`src/rtl/bht_pkg.sv`:
```
package bht_pkg;

    typedef logic [1:0] ctr_t;

    localparam ctr_t CTR_STRONG_NT = 2'd0;
    localparam ctr_t CTR_WEAK_NT   = 2'd1;
    localparam ctr_t CTR_STRONG_T  = 2'd3;

    // Saturating step toward the observed outcome
    function automatic ctr_t ctr_step(input ctr_t s, input logic taken);
        ctr_t r;
        r = s;
        if (taken) begin
            if (s != CTR_STRONG_T) r = s + 2'd1;
        end else begin
            if (s != CTR_STRONG_NT) r = s - 2'd1;
        end
        return r;
    endfunction

    function automatic logic ctr_dir(input ctr_t s);
        return s[1];
    endfunction

endpackage

```
`src/rtl/bht_table.sv`:
```
module bht_table
    import bht_pkg::*;
#(
    parameter int IDX_W = 6
) (
    input  logic             clk,
    input  logic             rst_n,
    input  logic [IDX_W-1:0] rd_idx,
    output ctr_t             rd_state,
    input  logic             wr_en,
    input  logic [IDX_W-1:0] wr_idx,
    input  logic             wr_taken,
    output ctr_t             wr_old_state
);
    localparam int ENTRIES = 1 << IDX_W;

    ctr_t tbl_q [ENTRIES];
    ctr_t tbl_d [ENTRIES];

    // One next-state slice per entry
    for (genvar g = 0; g < ENTRIES; g++) begin : g_entry
        logic hit;
        always_comb begin
            hit      = wr_en && (wr_idx == IDX_W'(g));
            tbl_d[g] = hit ? ctr_step(tbl_q[g], wr_taken) : tbl_q[g];
        end
        always_ff @(posedge clk or negedge rst_n) begin
            if (!rst_n) tbl_q[g] <= CTR_WEAK_NT;
            else        tbl_q[g] <= tbl_d[g];
        end
    end

    // Both reads see the registered table, so a same-cycle write is not forwarded
    always_comb begin
        rd_state     = tbl_q[rd_idx];
        wr_old_state = tbl_q[wr_idx];
    end
endmodule

```
`src/rtl/bht_ifid.sv`:
```
module bht_ifid #(
    parameter int IDX_W = 6
) (
    input  logic             clk,
    input  logic             rst_n,
    input  logic             in_valid,
    input  logic             in_taken,
    input  logic [IDX_W-1:0] in_idx,
    output logic             out_valid,
    output logic             out_taken,
    output logic [IDX_W-1:0] out_idx
);
    typedef struct packed {
        logic             valid;
        logic             taken;
        logic [IDX_W-1:0] idx;
    } stage_t;

    stage_t st_d, st_q;

    always_comb begin
        st_d       = st_q;
        st_d.valid = in_valid;
        if (in_valid) begin
            st_d.taken = in_taken;
            st_d.idx   = in_idx;
        end
    end

    always_ff @(posedge clk or negedge rst_n) begin
        if (!rst_n) st_q <= '0;
        else        st_q <= st_d;
    end

    assign out_valid = st_q.valid;
    assign out_taken = st_q.taken;
    assign out_idx   = st_q.idx;
endmodule

```
`src/rtl/bht_stats.sv`:
```
module bht_stats #(
    parameter int CNT_W = 16
) (
    input  logic             clk,
    input  logic             rst_n,
    input  logic             lookup_ev,
    input  logic             miss_ev,
    output logic [CNT_W-1:0] lookups,
    output logic [CNT_W-1:0] misses
);
    typedef struct packed {
        logic [CNT_W-1:0] lk;
        logic [CNT_W-1:0] ms;
    } stats_t;

    stats_t s_d, s_q;

    always_comb begin
        s_d = s_q;
        if (lookup_ev) s_d.lk = s_q.lk + CNT_W'(1);
        if (miss_ev)   s_d.ms = s_q.ms + CNT_W'(1);
    end

    always_ff @(posedge clk or negedge rst_n) begin
        if (!rst_n) s_q <= '0;
        else        s_q <= s_d;
    end

    assign lookups = s_q.lk;
    assign misses  = s_q.ms;
endmodule

```
`src/rtl/bht_predictor.sv`:
```
module bht_predictor
    import bht_pkg::*;
#(
    parameter int PC_W    = 32,
    parameter int IDX_W   = 6,
    parameter int ALIGN_W = 2,
    parameter int CNT_W   = 16
) (
    input  logic             clk,
    input  logic             rst_n,
    input  logic             lk_valid,
    input  logic [PC_W-1:0]  lk_pc,
    output logic             dec_valid,
    output logic             dec_taken,
    output logic [IDX_W-1:0] dec_index,
    input  logic             upd_valid,
    input  logic [IDX_W-1:0] upd_index,
    input  logic             upd_taken,
    output logic [CNT_W-1:0] lookup_count,
    output logic [CNT_W-1:0] mispredict_count
);
    localparam int IDX_LSB = ALIGN_W;
    localparam int IDX_MSB = ALIGN_W + IDX_W - 1;

    logic [IDX_W-1:0] fetch_idx;
    ctr_t             fetch_state;
    ctr_t             upd_old;
    logic             upd_miss;

    assign fetch_idx = lk_pc[IDX_MSB:IDX_LSB];
    assign upd_miss  = upd_valid && (upd_taken != ctr_dir(upd_old));

    bht_table #(.IDX_W(IDX_W)) u_table (
        .clk          (clk),
        .rst_n        (rst_n),
        .rd_idx       (fetch_idx),
        .rd_state     (fetch_state),
        .wr_en        (upd_valid),
        .wr_idx       (upd_index),
        .wr_taken     (upd_taken),
        .wr_old_state (upd_old)
    );

    bht_ifid #(.IDX_W(IDX_W)) u_ifid (
        .clk       (clk),
        .rst_n     (rst_n),
        .in_valid  (lk_valid),
        .in_taken  (ctr_dir(fetch_state)),
        .in_idx    (fetch_idx),
        .out_valid (dec_valid),
        .out_taken (dec_taken),
        .out_idx   (dec_index)
    );

    bht_stats #(.CNT_W(CNT_W)) u_stats (
        .clk       (clk),
        .rst_n     (rst_n),
        .lookup_ev (lk_valid),
        .miss_ev   (upd_miss),
        .lookups   (lookup_count),
        .misses    (mispredict_count)
    );
endmodule

```
`config.mk`:
```
export PLATFORM = sky130hd
export DESIGN_NAME = bht_predictor
export DESIGN_NICKNAME = d
export VERILOG_FILES = /design/src/rtl/bht_pkg.sv /design/src/rtl/bht_table.sv /design/src/rtl/bht_ifid.sv /design/src/rtl/bht_stats.sv /design/src/rtl/bht_predictor.sv
export SDC_FILE = /design/constraint.sdc
export NUM_CORES = 1
export LEC_CHECK = 0
export ABC_AREA = 1
export BUFFER_PORTS_ARGS = -buffer_cell sky130_fd_sc_hd__buf_2
export CAP_MARGIN = 20
export CORE_UTILIZATION = 50
export CTS_CLUSTER_SIZE = 30
export DETAILED_ROUTE_END_ITERATION = 8
export PLACE_DENSITY_LB_ADDON = 0.3
export SETUP_SLACK_MARGIN = 0.5
export SYNTH_ARGS = -nofsm -noshare
export SYNTH_HDL_FRONTEND = slang
export SYNTH_SLANG_ARGS = --single-unit
```
`constraint.sdc`:
```
create_clock -name clk -period 1.7 [get_ports clk]
set_input_delay 0.085 -clock clk [delete_from_list [all_inputs] [get_ports clk]]
set_output_delay 0.085 -clock clk [all_outputs]
set_load 0.02 [all_outputs]
```
==> flow_summary.yaml, run 1 <==
finish:
  multi_input_area_um2: 4868
  antennaDiodeCount: 0
  nets: 1509
  fin_area_um2: 12110
  regArea_um2: 4294
  nFillCells: 1554
  post_route_cells_drive_above_1_share_pct: 26.40
  area_growth_pct: 27.47
run_status:
  violations: "negative setup slack"
  status: "complete, but fails checks"
logic_synthesis:
  ys_top_cells_by_area: "dfrtp_1 (27%), dfstp_2 (18%), o21ai_0 (15%)"
  synthCells: 1295
  yosys_register_bits: 168
  synth_area_per_cell_um2: 7.337
  yosysTopAreaCell: "dfrtp_1"
  netlist_area_um2: 9502
  syn_nets: 1340
  seq_area_frac_synth_pct: 45.09
  yosysTopAreaCellShare_pct: 27.39
  yosys.cell_types.count: 31
  yosys_warnings: 0
place:
  place_ws_ps: -120.5
  placed_area_um2: 10860
  port_buffers: 56
  hpwl_um: 18040
  gp_congestion: 0.9167
grt:
  antenna_found_initial: 0
  grt_pass1_vias: 8973
  overflow: 0
  grt_max_degree: 118
  grt_usage_pct: 28.51
  grt_pass1_wl_um: 44140
worst_hold_path:
  hp-class: "primary input to flip-flop"
  hold_depth: 3
  min_from: "lk_pc[6]"
  worstHoldEndpoint: "u_ifid.out_idx[4]"
clock_tree:
  cts_root_buffer: "clkbuf_16"
  cts_buffer_depth: 2
  h-tree-depth: 4
  cts_inserted_buffers: 17
  insertion_delay_ps: 440
  clk_transition_reported_paths_ps: 70
  cts.sinks: 168
  cts_tree: "yes"
timing:
  layout_setup_ws_ps: -88.71
  relSlewSlack_pct: 67.32
  min_period_over_period_pct: 105.2
  fmax_ghz: 0.5591
  hold_violations: 0
  drv_slew: 0
  max_slew.worst_pin.slew_ps: 490.1
  fin_crit_ps: 1789
  fin_tns_setup_ps: -929.4
  fin_skew_ps: 12.18
  setup_viol: 19
  grt_setup_unrepaired: "yes"
route:
  vias: 9561
  antenna_left: 0
  routedWlPerCell_um: 16.03
  drt_first_pass_iters: 6
  drtIter0Drc: 829
  wirelength_um: 27420
  drc: 0
  viasPerCell: 5.588
worst_setup_path:
  regToRegSetupSlack_ps: -90
  crit_start: "u_table.tbl_q[39]"
  crit_path_frequent_cell: "nand2_1"
  cp.required_ps: 2020
  rr_worst_depth: 14
  r2r-end: "u_stats.misses[7]"
  crit_path_end_kind: "flip-flop"
  crit_arrival_ps: 2110
  slowest_delay_ps: 390
  reg2reg_from: "u_table.tbl_q[39]"
  slowest_stage: "dfrtp_1"
  critical_path_class: "flip-flop to flip-flop"
  cp_max_fo: 8
  worstSetupStartpointType: "flip-flop"
  cp_cell_sequence: "inv_1 > o21ai_1 > nand2_1 > nand2_1 > nand2_1 > nand2_1 > nor2_2 > nor2_2 > nor2_4 > nand2_2 > nand2_4 > nand3_4 > nand2_2 > nand2_1"
pwr:
  ir_drop_mv: 0.7642
  p_leak_uw: 0.005473
  p_per_area_nw_per_um2: 994.7
die:
  dieArea_um2: 19560
  die_w_um: 139.9
  initial_core_util_pct: 50.97
  die_height_um: 139.9
  core_area_um2: 18640
  rows: 50
  num_io_pins: 83
run:
  drv_cap: 0
[cell usage after synthesis, drive strengths merged]
master,n
xnor2,10
o21ai,289
o22ai,2
maj3,5
o31ai,17
buf,14
a21oi,90
ha,2
clkbuf,37
a211oi,14
a31oi,1
nand4,20
nand3b,1
nand2,346
xor2,17
dfstp,64
nor3,8
dfrtp,104
nor2,106
clkinv,3
a31o,1
inv,105
nand3,39
[layout by cell type, fill, tap and decap left out, types with 12 or more instances in the layout]
cell type,n
a211oi_1,14
a21oi_1,88
buf_12,12
buf_2,49
buf_4,114
buf_6,19
clkbuf_16,17
dfrtp_1,96
dfstp_2,64
inv_1,88
inv_2,17
nand2_1,332
nand2_2,13
nand3_1,27
nand4_1,20
nor2_1,77
nor2_2,20
o21ai_0,257
o21ai_1,23
o31ai_1,17
xor2_1,16
[layer usage]
layer	track usage [%]	up-vias	routed length [µm]
met4	11.22	0	652
met2	47.18	359	13160
li1	-	4656	-
met3	5.265	53	1881
met5	0	-	0
met1	36.94	4493	11730
[power breakdown]
| part | switching, µW | internal (µW) | leakage, µW |
|---|---|---|---|
| registers | 500 | 4680 | 0.00206 |
| logic | 1480 | 1140 | 0.00310 |
| clock network | 1750 | 2490 | 0.000306 |
| total | 3740 | 8310 | 0.00547 |
[state kept, by name, indices dropped and copies added, names as in the netlist]
name,flops
u_table.tbl_q,128
u_stats.lookups,16
u_stats.misses,16
u_ifid.out_idx,6
u_ifid.out_taken,1
u_ifid.out_valid,1
[through the flow]
step	std cells	utilization [%]	hold slack (ps)	power (µW)
after floorplan	1295	-	-210.6	6459
after global placement	1642	58.26	57.44	7214
after detailed placement	1642	58.26	58.94	7322
after CTS	1697	63.52	51.41	11820
after global routing	1711	64.97	84.62	12610
final	1711	64.97	56.19	12050
[kinds of logic after synthesis]
kind of cell,share of synthesized area [%]
buffers and inverters,6.676
xor gates and xnor gates,2.489
AOI/OAI and AO/OA,22.70
and+or+nand+nor,22.25
DFF,45.09
adders and majority gates,0.7901
[layout make-up]
cell class / instances / area share [%]
clock buffer: 17 / 3.512
clock inverter: 15 / 1.736
inverter: 108 / 3.368
multi-input combinational: 969 / 40.20
sequential: 168 / 35.45
tap: 234 / 2.417
timing repair buffer: 200 / 13.32
[worst max-delay path: cells and delay by family (launching register included)]
family | cells | cell delay [ps]
simple gates | 12 | 1130
flops | 1 | 390
buf+inv | 1 | 90
compound gates | 1 | 70
[timing repair]
| action | in CTS | in global routing |
|---|---|---|
| endpoints found under the setup margin | 29 | 75 |
| gates cloned | 1 | 0 |
| hold buffers | 5 | 0 |
| gates resized for setup | 70 | 52 |
| pin swaps | 27 | 16 |
| buffers inserted | 17 | 14 |
| hold endpoints to repair | 67 | 0 |
[worst max path at each step]
stage	end	depth (start not counted)
after global placement	u_stats.misses[12]	16
final	u_stats.misses[7]	14
after floorplan	u_stats.lookups[15]	9
after detailed placement	u_stats.misses[12]	16
after CTS	u_stats.misses[12]	14
after global routing	u_stats.misses[14]	14
Note: power is estimated with default switching activity, not from simulation.
==> inputs of run 2 (changes only) <==
--- a/config.mk
+++ b/config.mk
@@ -5,7 +5,6 @@
 export SDC_FILE = /design/constraint.sdc
 export NUM_CORES = 1
 export LEC_CHECK = 0
-export ABC_AREA = 1
 export BUFFER_PORTS_ARGS = -buffer_cell sky130_fd_sc_hd__buf_2
 export CAP_MARGIN = 20
 export CORE_UTILIZATION = 50
==> run 2 against run 1 <==
Compared with the run above: the flow still finishes with violations (negative setup slack); global-route usage is 0.15 points higher; area after synthesis is 1.4% higher; setup slack worse by 740 ps; critical endpoint is now u_stats.misses[15]; largest cell class unchanged.
==> flow_summary.yaml, run 2 <==
worst_setup_path:
  slowest_delay_ps: 640
  cp_cell_sequence: "mux4_2 > a22o_1 > a31oi_1 > and4_4 > or4b_4 > a2111oi_4 > xor2_1"
  critical_path_class: "flip-flop to flip-flop"
  cp.required_ps: 2070
  crit_buf_inv: 0
  worst-path-stages: 7
  slowest_stage: "or4b_4"
  regToRegSetupSlack_ps: -820
  worstSetupStartpointType: "flip-flop"
  cp_max_fo: 5
  crit_family: "simple AND/OR/NAND/NOR gates"
  crit_arrival_ps: 2890
  rr_worst_depth: 7
  reg2reg_from: "u_table.tbl_q[3]"
  r2r-end: "u_stats.misses[15]"
  crit_path_end_kind: "flip-flop"
route:
  drtIter0Drc: 1018
  drt_first_pass_iters: 5
  routedWlPerCell_um: 19.20
  viasPerCell: 6.152
  wirelength_um: 29440
  antenna_left: 0
  vias: 9431
  drc: 0
logic_synthesis:
  yosys_register_bits: 168
  synth_edf_count: 0
  synth_most_common_cell: "o21ai_0"
  ys_top_cells_by_area: "dfrtp_1 (27%), dfstp_2 (17%), o21ai_0 (11%)"
  ys.flop_type: "dfrtp_1"
  seq_area_frac_synth_pct: 44.47
  yosysTopAreaCell: "dfrtp_1"
  yosys_warnings: 0
  synth_common_cells: "o21ai_0 (213), nand2_1 (147), a21oi_1 (130), nor2_1 (120), dfrtp_1 (104)"
  synth_area_per_cell_um2: 8.996
  synthCells: 1071
  yosys.cell_types.count: 46
  async_flop_share_pct: 100.0
  syn_nets: 1116
  yosysTopAreaCellShare_pct: 27.01
  netlist_area_um2: 9634
run:
  drv_cap: 0
timing:
  fmax_ghz: 0.3962
  relSlewSlack_pct: 72.73
  fin_tns_setup_ps: -12580
  hold_violations: 0
  fin_skew_ps: 16.32
  drv_slew: 0
  grt_setup_unrepaired: "yes"
  setup_viol: 17
  min_period_over_period_pct: 148.5
  max_slew.worst_pin.slew_ps: 408.0
  fin_crit_ps: 2524
  layout_setup_ws_ps: -824.0
place:
  port_buffers: 56
  hpwl_um: 18980
  gp_congestion: 0.9297
  place_ws_ps: -780.4
grt:
  overflow: 0
  grt_usage_pct: 28.66
  grt_pass1_wl_um: 43880
  grt_pass1_vias: 8436
  grt_max_degree: 70
  antenna_found_initial: 0
die:
  core_area_um2: 18770
  dieArea_um2: 19830
  num_io_pins: 83
  die_w_um: 140.8
  rows: 50
  die_height_um: 140.8
  initial_core_util_pct: 51.33
clock_tree:
  cts.sinks: 168
  cts_tree: "yes"
  cts_root_buffer: "clkbuf_16"
  insertion_delay_ps: 440
  cts_buffer_depth: 2
  clk_transition_reported_paths_ps: 70
  cts_inserted_buffers: 17
  h-tree-depth: 4
finish:
  final_cell_mix: "o21ai_0 (164), buf_4 (131), a21oi_1 (124)"
  area_growth_pct: 35.61
  top_register: "u_table.tbl_q"
  nets: 1331
  post_route_cells_drive_above_1_share_pct: 39.11
  final_common_cell: "o21ai_0"
  antennaDiodeCount: 0
  largest_reg_flops: 128
  finish.utilization_pct: 69.61
run_status:
  violations: "negative setup slack"
  status: "complete, but fails checks"
worst_hold_path:
  hp-class: "primary input to async pin"
pwr:
  p_leak_uw: 0.004983
  p_per_area_nw_per_um2: 871.5
  ir_drop_mv: 0.7366
## run 2: changes by cell type after synthesis, moves of 22 or more
| cell | delta |
|---|---|
| nand2_1 | -197 |
| inv_1 | -95 |
| o21ai_0 | -73 |
| a21oi_1 | +40 |
| a31oi_1 | +22 |
| mux4_2 | +22 |
| nor3b_1 | +22 |
## run 2: cell families after synthesis
kind of cell / after synthesis / synth area share [%]
DFF: 168 / 44.47
xor gates and xnor gates: 30 / 2.727
AOI/OAI and AO/OA: 402 / 22.87
buffers and inverters: 50 / 2.727
adders and majority gates: 2 / 0.2597
muxes: 57 / 10.10
and+or+nand+nor: 362 / 16.84
## run 2: repair_timing
action	4_1_cts	5_1_grt
endpoints found under the setup margin	78	97
hold buffers	4	0
buffers inserted	11	21
hold endpoints to repair	114	0
resized for setup	54	70
cloned	1	3
pin swaps	21	32
## run 2: power by group
part | internal, µW | switching [µW] | total [µW]
clock network | 2540 | 1780 | 4320
logic | 989 | 1220 | 2210
registers | 4470 | 391 | 4860
## run 2: how the worst max path moves through the flow
stage                 startpoint                  to  slack, ps
2_1_floorplan  u_table.tbl_q[33]   u_stats.misses[9]       -450
3_3_place_gp        upd_index[1]   u_stats.misses[9]       -780
3_5_place_dp        upd_index[1]   u_stats.misses[9]       -780
4_1_cts         u_table.tbl_q[7]  u_stats.misses[10]       -680
5_1_grt         u_table.tbl_q[3]  u_stats.misses[15]       -840
6_report        u_table.tbl_q[3]  u_stats.misses[15]       -820
## run 2: stage by stage
step	hold slack, ps	instances	instance area (µm²)	power (µW)
3_3_place_gp	-102.0	1461	11570	6624
2_1_floorplan	-210.6	1071	10090	5923
4_1_cts	0.5142	1509	12550	11200
5_1_grt	24.78	1533	13070	11780
6_report	18.59	1533	13070	11390
3_5_place_dp	-100.0	1461	11570	6672
## run 2: area by class of cell
class	count	area (µm²)
multi-input combinational	855	5722
fill	1313	5703
sequential	168	4297
timing repair buffer	237	2079
clock buffer	18	439.2
tap	234	292.8
clock inverter	14	207.7
inverter	7	27.53
## run 2: routing by layer
| layer | GRT usage [%] | routed length [µm] |
|---|---|---|
| met1 | 38.66 | 12180 |
| met3 | 4.789 | 2146 |
| met4 | 10.24 | 971 |
| met2 | 46.79 | 14140 |
| met5 | 0 | 0 |
